[src/rtl/uart_rx_pkg.sv]
package uart_rx_pkg;

    // Receive-side line flags
    typedef struct packed {
        logic dr;   // data ready
        logic oe;   // overrun
        logic bi;   // break
    } rx_flags_t;

    typedef enum logic [1:0] {
        TRIG_ONE      = 2'b00,
        TRIG_FOUR     = 2'b01,
        TRIG_EIGHT    = 2'b10,
        TRIG_FOURTEEN = 2'b11
    } trig_sel_e;

    localparam logic [7:0] FCR_KEEP_MASK = 8'hC9;
    localparam int         TMO_CHARS     = 4;

    function automatic logic [7:0] trig_level(input logic [1:0] sel);
        case (trig_sel_e'(sel))
            TRIG_ONE:      return 8'd1;
            TRIG_FOUR:     return 8'd4;
            TRIG_EIGHT:    return 8'd8;
            default:       return 8'd14;
        endcase
    endfunction

    // start + data + optional parity + stop(s)
    function automatic logic [31:0] frame_bits(input logic [3:0] fmt);
        logic [31:0] n;
        n = 32'd1 + 32'(fmt[1:0]) + 32'd5 + 32'(fmt[3]);
        n = n + (fmt[2] ? 32'd2 : 32'd1);
        return n;
    endfunction

    function automatic logic [31:0] char_cycles(input logic [31:0] div,
                                                input logic [3:0]  fmt,
                                                input logic [31:0] os);
        logic [31:0] d;
        d = (div == 32'd0) ? 32'd1 : div;
        return d * os * frame_bits(fmt);
    endfunction

endpackage

[src/rtl/rx_store.sv]
module rx_store #(
    parameter  int DEPTH = 16,
    parameter  int W     = 8,
    localparam int AW    = (DEPTH > 1) ? $clog2(DEPTH) : 1,
    localparam int CW    = $clog2(DEPTH + 1)
) (
    input  logic          clk,
    input  logic          rst,
    input  logic          flush,
    input  logic          push,
    input  logic          pop,
    input  logic [W-1:0]  din,
    output logic [W-1:0]  head,
    output logic [CW-1:0] level
);
    logic [W-1:0]  mem [DEPTH];
    logic [AW-1:0] wr_ptr, rd_ptr;
    logic [CW-1:0] cnt_q;

    function automatic logic [AW-1:0] bump(input logic [AW-1:0] p);
        return (p == AW'(DEPTH - 1)) ? '0 : p + 1'b1;
    endfunction

    always_ff @(posedge clk) begin
        if (push) mem[wr_ptr] <= din;
    end

    always_ff @(posedge clk) begin
        if (rst || flush) begin
            wr_ptr <= '0;
            rd_ptr <= '0;
            cnt_q  <= '0;
        end else begin
            if (push) wr_ptr <= bump(wr_ptr);
            if (pop)  rd_ptr <= bump(rd_ptr);
            case ({push, pop})
                2'b10:   cnt_q <= cnt_q + 1'b1;
                2'b01:   cnt_q <= cnt_q - 1'b1;
                default: cnt_q <= cnt_q;
            endcase
        end
    end

    assign head  = mem[rd_ptr];
    assign level = cnt_q;
endmodule

[src/rtl/rx_timeout.sv]
module rx_timeout #(
    parameter int TW = 32
) (
    input  logic          clk,
    input  logic          rst,
    input  logic          restart,
    input  logic          run,
    input  logic [TW-1:0] limit,
    output logic          pending
);
    logic [TW-1:0] cnt_q;
    logic          pend_q;

    always_ff @(posedge clk) begin
        if (rst || restart) begin
            cnt_q  <= '0;
            pend_q <= 1'b0;
        end else if (!run) begin
            cnt_q  <= '0;
        end else if (!pend_q) begin
            if (cnt_q >= limit - 1'b1) begin
                cnt_q  <= '0;
                pend_q <= 1'b1;
            end else begin
                cnt_q  <= cnt_q + 1'b1;
            end
        end
    end

    assign pending = pend_q;
endmodule

[src/rtl/uart_rx_fifo.sv]
module uart_rx_fifo
    import uart_rx_pkg::*;
#(
    parameter  int DEPTH      = 16,
    parameter  int DIV_W      = 16,
    parameter  int OVERSAMPLE = 16,
    localparam int CW         = $clog2(DEPTH + 1)
) (
    input  logic             clk,
    input  logic             rst,
    input  logic             rx_valid,
    input  logic [7:0]       rx_data,
    input  logic             rx_break,
    input  logic             rbr_rd,
    output logic [7:0]       rd_data,
    input  logic             lsr_rd,
    input  logic             fcr_wr,
    input  logic [7:0]       fcr_wdata,
    input  logic [DIV_W-1:0] divisor,
    input  logic [3:0]       frame_fmt,
    output logic             data_ready,
    output logic             overrun,
    output logic             break_flag,
    output logic             timeout_pending,
    output logic             trigger_hit,
    output logic [CW-1:0]    fifo_level,
    output logic [7:0]       fcr_value,
    output logic             tx_flush
);
    logic [7:0]    fcr_q, hold_q, fcr_new, in_byte, head;
    rx_flags_t     flg_q, flg_d;
    logic          tx_flush_q;
    logic          fe, en_toggle, rx_flush, arrive;
    logic          full, empty, push, pop, read_clears, ovr_evt;
    logic [CW-1:0] level;
    logic [31:0]   tmo_limit;

    assign fe        = fcr_q[0];
    assign fcr_new   = fcr_wdata & FCR_KEEP_MASK;
    assign en_toggle = fcr_wr && (fcr_new[0] != fe);
    assign rx_flush  = fcr_wr && (en_toggle || fcr_wdata[1]);
    assign arrive    = rx_valid || rx_break;
    assign in_byte   = rx_break ? 8'h00 : rx_data;

    assign full  = (level == CW'(DEPTH));
    assign empty = (level == '0);
    assign pop   = fe && rbr_rd && !empty && !rx_flush;
    assign push  = fe && arrive && (!full || pop) && !rx_flush;

    assign ovr_evt     = fe ? (full && !pop) : (flg_q.dr && !rbr_rd);
    assign read_clears = rbr_rd && (!fe || level <= CW'(1));

    rx_store #(.DEPTH(DEPTH), .W(8)) u_store (
        .clk   (clk),
        .rst   (rst),
        .flush (rx_flush),
        .push  (push),
        .pop   (pop),
        .din   (in_byte),
        .head  (head),
        .level (level)
    );

    assign tmo_limit = char_cycles(32'(divisor), frame_fmt, 32'(OVERSAMPLE))
                       * 32'(TMO_CHARS);

    rx_timeout #(.TW(32)) u_tmo (
        .clk     (clk),
        .rst     (rst),
        .restart (arrive || rbr_rd || rx_flush),
        .run     (fe && !empty),
        .limit   (tmo_limit),
        .pending (timeout_pending)
    );

    always_comb begin
        flg_d = flg_q;
        if (read_clears) begin
            flg_d.dr = 1'b0;
            flg_d.bi = 1'b0;
        end
        if (lsr_rd) begin
            flg_d.oe = 1'b0;
            flg_d.bi = 1'b0;
        end
        if (rx_flush) begin
            flg_d.dr = 1'b0;
            flg_d.bi = 1'b0;
        end else if (arrive) begin
            flg_d.dr = 1'b1;
            if (rx_break) flg_d.bi = 1'b1;
            if (ovr_evt)  flg_d.oe = 1'b1;
        end
    end

    always_ff @(posedge clk) begin
        if (rst) begin
            fcr_q      <= '0;
            hold_q     <= '0;
            flg_q      <= '0;
            tx_flush_q <= 1'b0;
        end else begin
            flg_q      <= flg_d;
            tx_flush_q <= fcr_wr && (en_toggle || fcr_wdata[2]);
            if (fcr_wr) fcr_q <= fcr_new;
            if (!fe && arrive && !rx_flush) hold_q <= in_byte;
        end
    end

    assign rd_data     = fe ? (empty ? 8'h00 : head) : hold_q;
    assign trigger_hit = fe ? (level >= CW'(trig_level(fcr_q[7:6]))) : flg_q.dr;
    assign data_ready  = flg_q.dr;
    assign overrun     = flg_q.oe;
    assign break_flag  = flg_q.bi;
    assign fifo_level  = level;
    assign fcr_value   = fcr_q;
    assign tx_flush    = tx_flush_q;
endmodule

[config.mk]
export PLATFORM = sky130hd
export DESIGN_NAME = uart_rx_fifo
export DESIGN_NICKNAME = d
export VERILOG_FILES = /design/src/rtl/uart_rx_pkg.sv /design/src/rtl/rx_store.sv /design/src/rtl/rx_timeout.sv /design/src/rtl/uart_rx_fifo.sv
export SDC_FILE = /design/constraint.sdc
export NUM_CORES = 1
export LEC_CHECK = 0
export BUFFER_PORTS_ARGS = -buffer_cell sky130_fd_sc_hd__buf_2
export CORE_UTILIZATION = 50
export CTS_CLUSTER_DIAMETER = 80
export DETAILED_ROUTE_END_ITERATION = 8
export PLACE_DENSITY = 0.65
export SLEW_MARGIN = 20
export SYNTH_ARGS = -nofsm -noshare
export SYNTH_HDL_FRONTEND = slang
export SYNTH_HIERARCHICAL = 1
export SYNTH_SLANG_ARGS = --single-unit
[constraint.sdc]
create_clock -name clk -period 9 [get_ports clk]
set_clock_uncertainty 0.05 [all_clocks]
set_input_delay 0.45 -clock clk [delete_from_list [all_inputs] [get_ports clk]]
set_output_delay 0.45 -clock clk [all_outputs]
set_load 0.01 [all_outputs]
==> results by group <==
Critical path
  • Req. time, crit path: 9.22 ns
  • Critical Path Start: frame_fmt[0]
  • Startpoint Class: input pin
  • Worst reg2reg endpoint: u_tmo/cnt_q[4]$_SDFFE_PP0N_
  • Critical Path End: u_tmo/cnt_q[10]$_SDFFE_PP0N_
  • Setup CP Type: input pin to flip-flop
  • Worst r2r src: fcr_value[0]$_SDFFE_PP0P_
  • Critical Path Fanout Max: 23
  • Critical path capture point type: flip-flop
  • Crit path arrival time: 8.14 ns
  • Register-to-register setup slack: 5.07 ns
  • Cell count of the worst reg-to-reg path: 9

Routing
  • WL final: between 20 and 25 mm
  • DRC viols: 0
  • Routed len/inst: 16.3 um
  • Number of routed nets with antenna violations: 0
  • Initial detailed-routing violation count: about 570
  • Vias after detailed routing: 8,337
  • Vias/cell: 5.47
  • Drt first pass iters: 5

Synth
  • Number of synthesized flops with an enable pin: 128
  • Post-Synthesis Cells: 1,109
  • Synth Flop Type: edfxtp_1
  • Register bit count reported by yosys: 194
  • Cell taking the most area after synthesis: edfxtp_1
  • Top cells by count, synth: edfxtp_1 (128), inv_1 (88), ha_1 (86)
  • Register area share after synthesis: between 40% and 50%
  • Top cells by area, synth: edfxtp_1 (32%), dfxtp_1 (11%), ha_1 (8.9%), fa_1 (5.0%), mux4_2 (3.4%)
  • Cell variety after synth: 67
  • Top cell type's share of synthesized area: 31.8%
  • Yosys warnings: 6
  • Cell Area, Synth: roughly 12,000 sq um
  • Avg Cell Area, Syn: 10.9 sq um
  • Most numerous cell in the Yosys netlist: edfxtp_1
  • Asr flop ratio synth: 0%

Outcome
  • Status: complete, no violations

Cells and area
  • Synth-to-Final Area Change: 11.4%
  • Share of layout cells above drive strength 1: 12.1%
  • Diodes inserted: 0
  • Post-layout util: 57.0%
  • Nets@finish: ~1,400
  • Non-Filler Instances: 1,523

Power
  • Clock share of power: between 30 and 40%
  • Flop pwr share: a little over a third
  • Cell Int Power: 0.00170 W
  • Peak supply drop: 106 uV
  • Comb pwr share: 32.8%
  • Power Density: slightly below 200 nW/um^2
  • Net Switching: 0.000957 W
  • Net Sw Frac: 36.0%
  • Leakage: 5.19 nW

Floorplanning
  • # IOs: 70
  • Die area: roughly 25,000 sq um
  • Die width: 157 um
  • Core Box Area: 23,600 sq um
  • Initial core utilization: between 50% and 60%
  • # rows: 56
  • Die height: between 150 and 200 um

Clocking
  • Htree depth: 4
  • CTS tree: built
  • Worst-skew pair later-pin latency: roughly 0.44 ns
  • Clk buf depth: 2
  • Root Buffer: clkbuf_16
  • CTS resizes: 0
  • Clk pin slew, worst setup/hold paths: 0.09 ns
  • TritonCTS buffer count: 17
  • # hold bufs at CTS: 0
  • Clock sinks: 194
  • Number of setup buffers added after CTS: 0

STA
  • Slew headroom: 28.3%
  • Sum of negative setup slack: 0 ns
  • Min Tclk post-route: 7.92 ns
  • Slew @ Worst Pin: 1.07 ns
  • RSZ-0062 raised after global routing: no
  • Hold Vio Cnt, Final: 0
  • Final setup vio count: 0
  • Achievable Freq: about 130 MHz
  • Final worst path period share: approximately nine tenths
  • Slew Viols, Final: 0
  • Hold slack: 0.188 ns

GRT
  • Vias in the first global route: a little over 8,000
  • Overflow after GRT: 0
  • Initial antenna violation count: 0
  • First-pass GRT wire length: just over 40 mm
  • GRT Resource Usage Total: 21.3%
  • Largest net degree at the start of global routing: 33

Flow run
  • MaxCap Viol Count: 0

Placement
  • Dpl cells: 1,491
  • DP HPWL: around 18 mm
  • IO Port Bufs: 63
  • Final Wtd Congestion: 0.817

Worst hold path
  • HP Class: input pin to flip-flop
## cells in the final DEF (no fill, tap or decap), drive strengths merged, types with 12 or more instances in the layout
master,instances
nand4,14
clkbuf,17
o21ai,28
nor2b,43
ha,86
conb,37
a22oi,16
xnor2,39
a21oi,35
mux4,32
xor2,33
nor4,12
buf,72
nor2,63
nand3,34
dfxtp,66
nand2,69
inv,98
edfxtp,128
and2,48
fa,30
mux2i,17
nor3,68
## state kept, by name, summed over array words and instances (netlist names), named ones only
signal          cells
u_store/wr_ptr      4
u_tmo/pending       1
break_flag          1
tx_flush            1
u_tmo/cnt_q        32
u_store/mem       128
overrun             1
fcr_value           4
u_store/level       5
data_ready          1
u_store/rd_ptr      4
hold_q              8
## critical path, stage by stage
cell,delay [ns]
buf_2,0.11
fa_1,0.41
ha_1,0.59
and2_1,0.22
fa_1,0.43
ha_1,0.34
fa_1,0.54
fa_1,0.50
a211oi_1,0.32
nor3_1,0.13
nor3_1,0.23
o21ai_0,0.16
xor2_1,0.20
or4_1,0.59
or3_1,0.39
and4b_1,0.34
nand2_1,0.10
nor4_1,0.25
xnor2_1,0.11
ha_1,0.31
nand4_1,0.15
nor4_1,0.36
o21ai_0,0.24
o31ai_2,0.34
buf_12,0.21
nor3_1,0.07
## worst min-delay path by stage
stage	start	to	slack, ns	cells after the start
3_3_place_gp	overrun$_SDFF_PP0_	overrun$_SDFF_PP0_	0.40	2
4_1_cts	fcr_wdata[3]	fcr_value[3]$_SDFFE_PP0P_	0.18	3
2_1_floorplan	hold_q[0]$_SDFFE_PP0P_	hold_q[0]$_SDFFE_PP0P_	0.41	2
6_report	fcr_wdata[3]	fcr_value[3]$_SDFFE_PP0P_	0.19	3
5_1_grt	fcr_wdata[7]	fcr_value[7]$_SDFFE_PP0P_	0.22	3
3_5_place_dp	overrun$_SDFF_PP0_	overrun$_SDFF_PP0_	0.40	2
## metrics by stage
stage                     worst slack (ns)  power (W)  area [sq um]
after detailed placement             0.592    0.00184         12800
after global routing                 0.553    0.00283         13500
final                                 1.08    0.00266         13500
after floorplan                      0.894    0.00166         12200
after global placement               0.723    0.00182         12800
after CTS                             1.04    0.00268         13400
## power by group through the flow
stage	sequential (W)	combinational (W)	clock (W)
final	0.000956	0.000872	0.000831
after global routing	0.000957	0.00100	0.000874
after CTS	0.000956	0.000874	0.000846
after detailed placement	0.000977	0.000868	0
after global placement	0.000976	0.000846	0
after floorplan	0.000976	0.000684	0
## routing by layer
| metal | vias up | wire, um | track usage (%) |
|---|---|---|---|
| li1 | 4144 | - | - |
| met4 | 0 | 243 | 5.09 |
| met3 | 14 | 929 | 3.06 |
| met1 | 4032 | 11900 | 29.5 |
| met2 | 147 | 11800 | 35.1 |
| met5 | - | 0 | 0 |
## cell type report
cell class / count / area [sq um]
Clock buffer: 17 / 425
Clock inverter: 15 / 239
Fill cell: 2003 / 10100
Inverter: 88 / 330
Multi-Input combinational cell: 818 / 6510
Sequential cell: 194 / 5170
Tap cell: 319 / 399
Timing Repair Buffer: 72 / 395
## cells by family (layout without fill, tap and decap cells)
kind of cell             count (synthesis)  count (layout)  share of synthesized area [%]
AND/OR/NAND/NOR                        397             397                           17.6
XOR/XNOR                                72              72                           5.22
adder cells (fa/ha/maj)                116             116                           13.9
AO/OA/AOI/OAI                          146             146                           7.95
buffers and inverters                  133             192                           4.73
flip-flops                             194             194                           42.7
multiplexers                            50              50                           7.90
other                                    1              37                         0.0310
(Power assumes the default switching activity.)
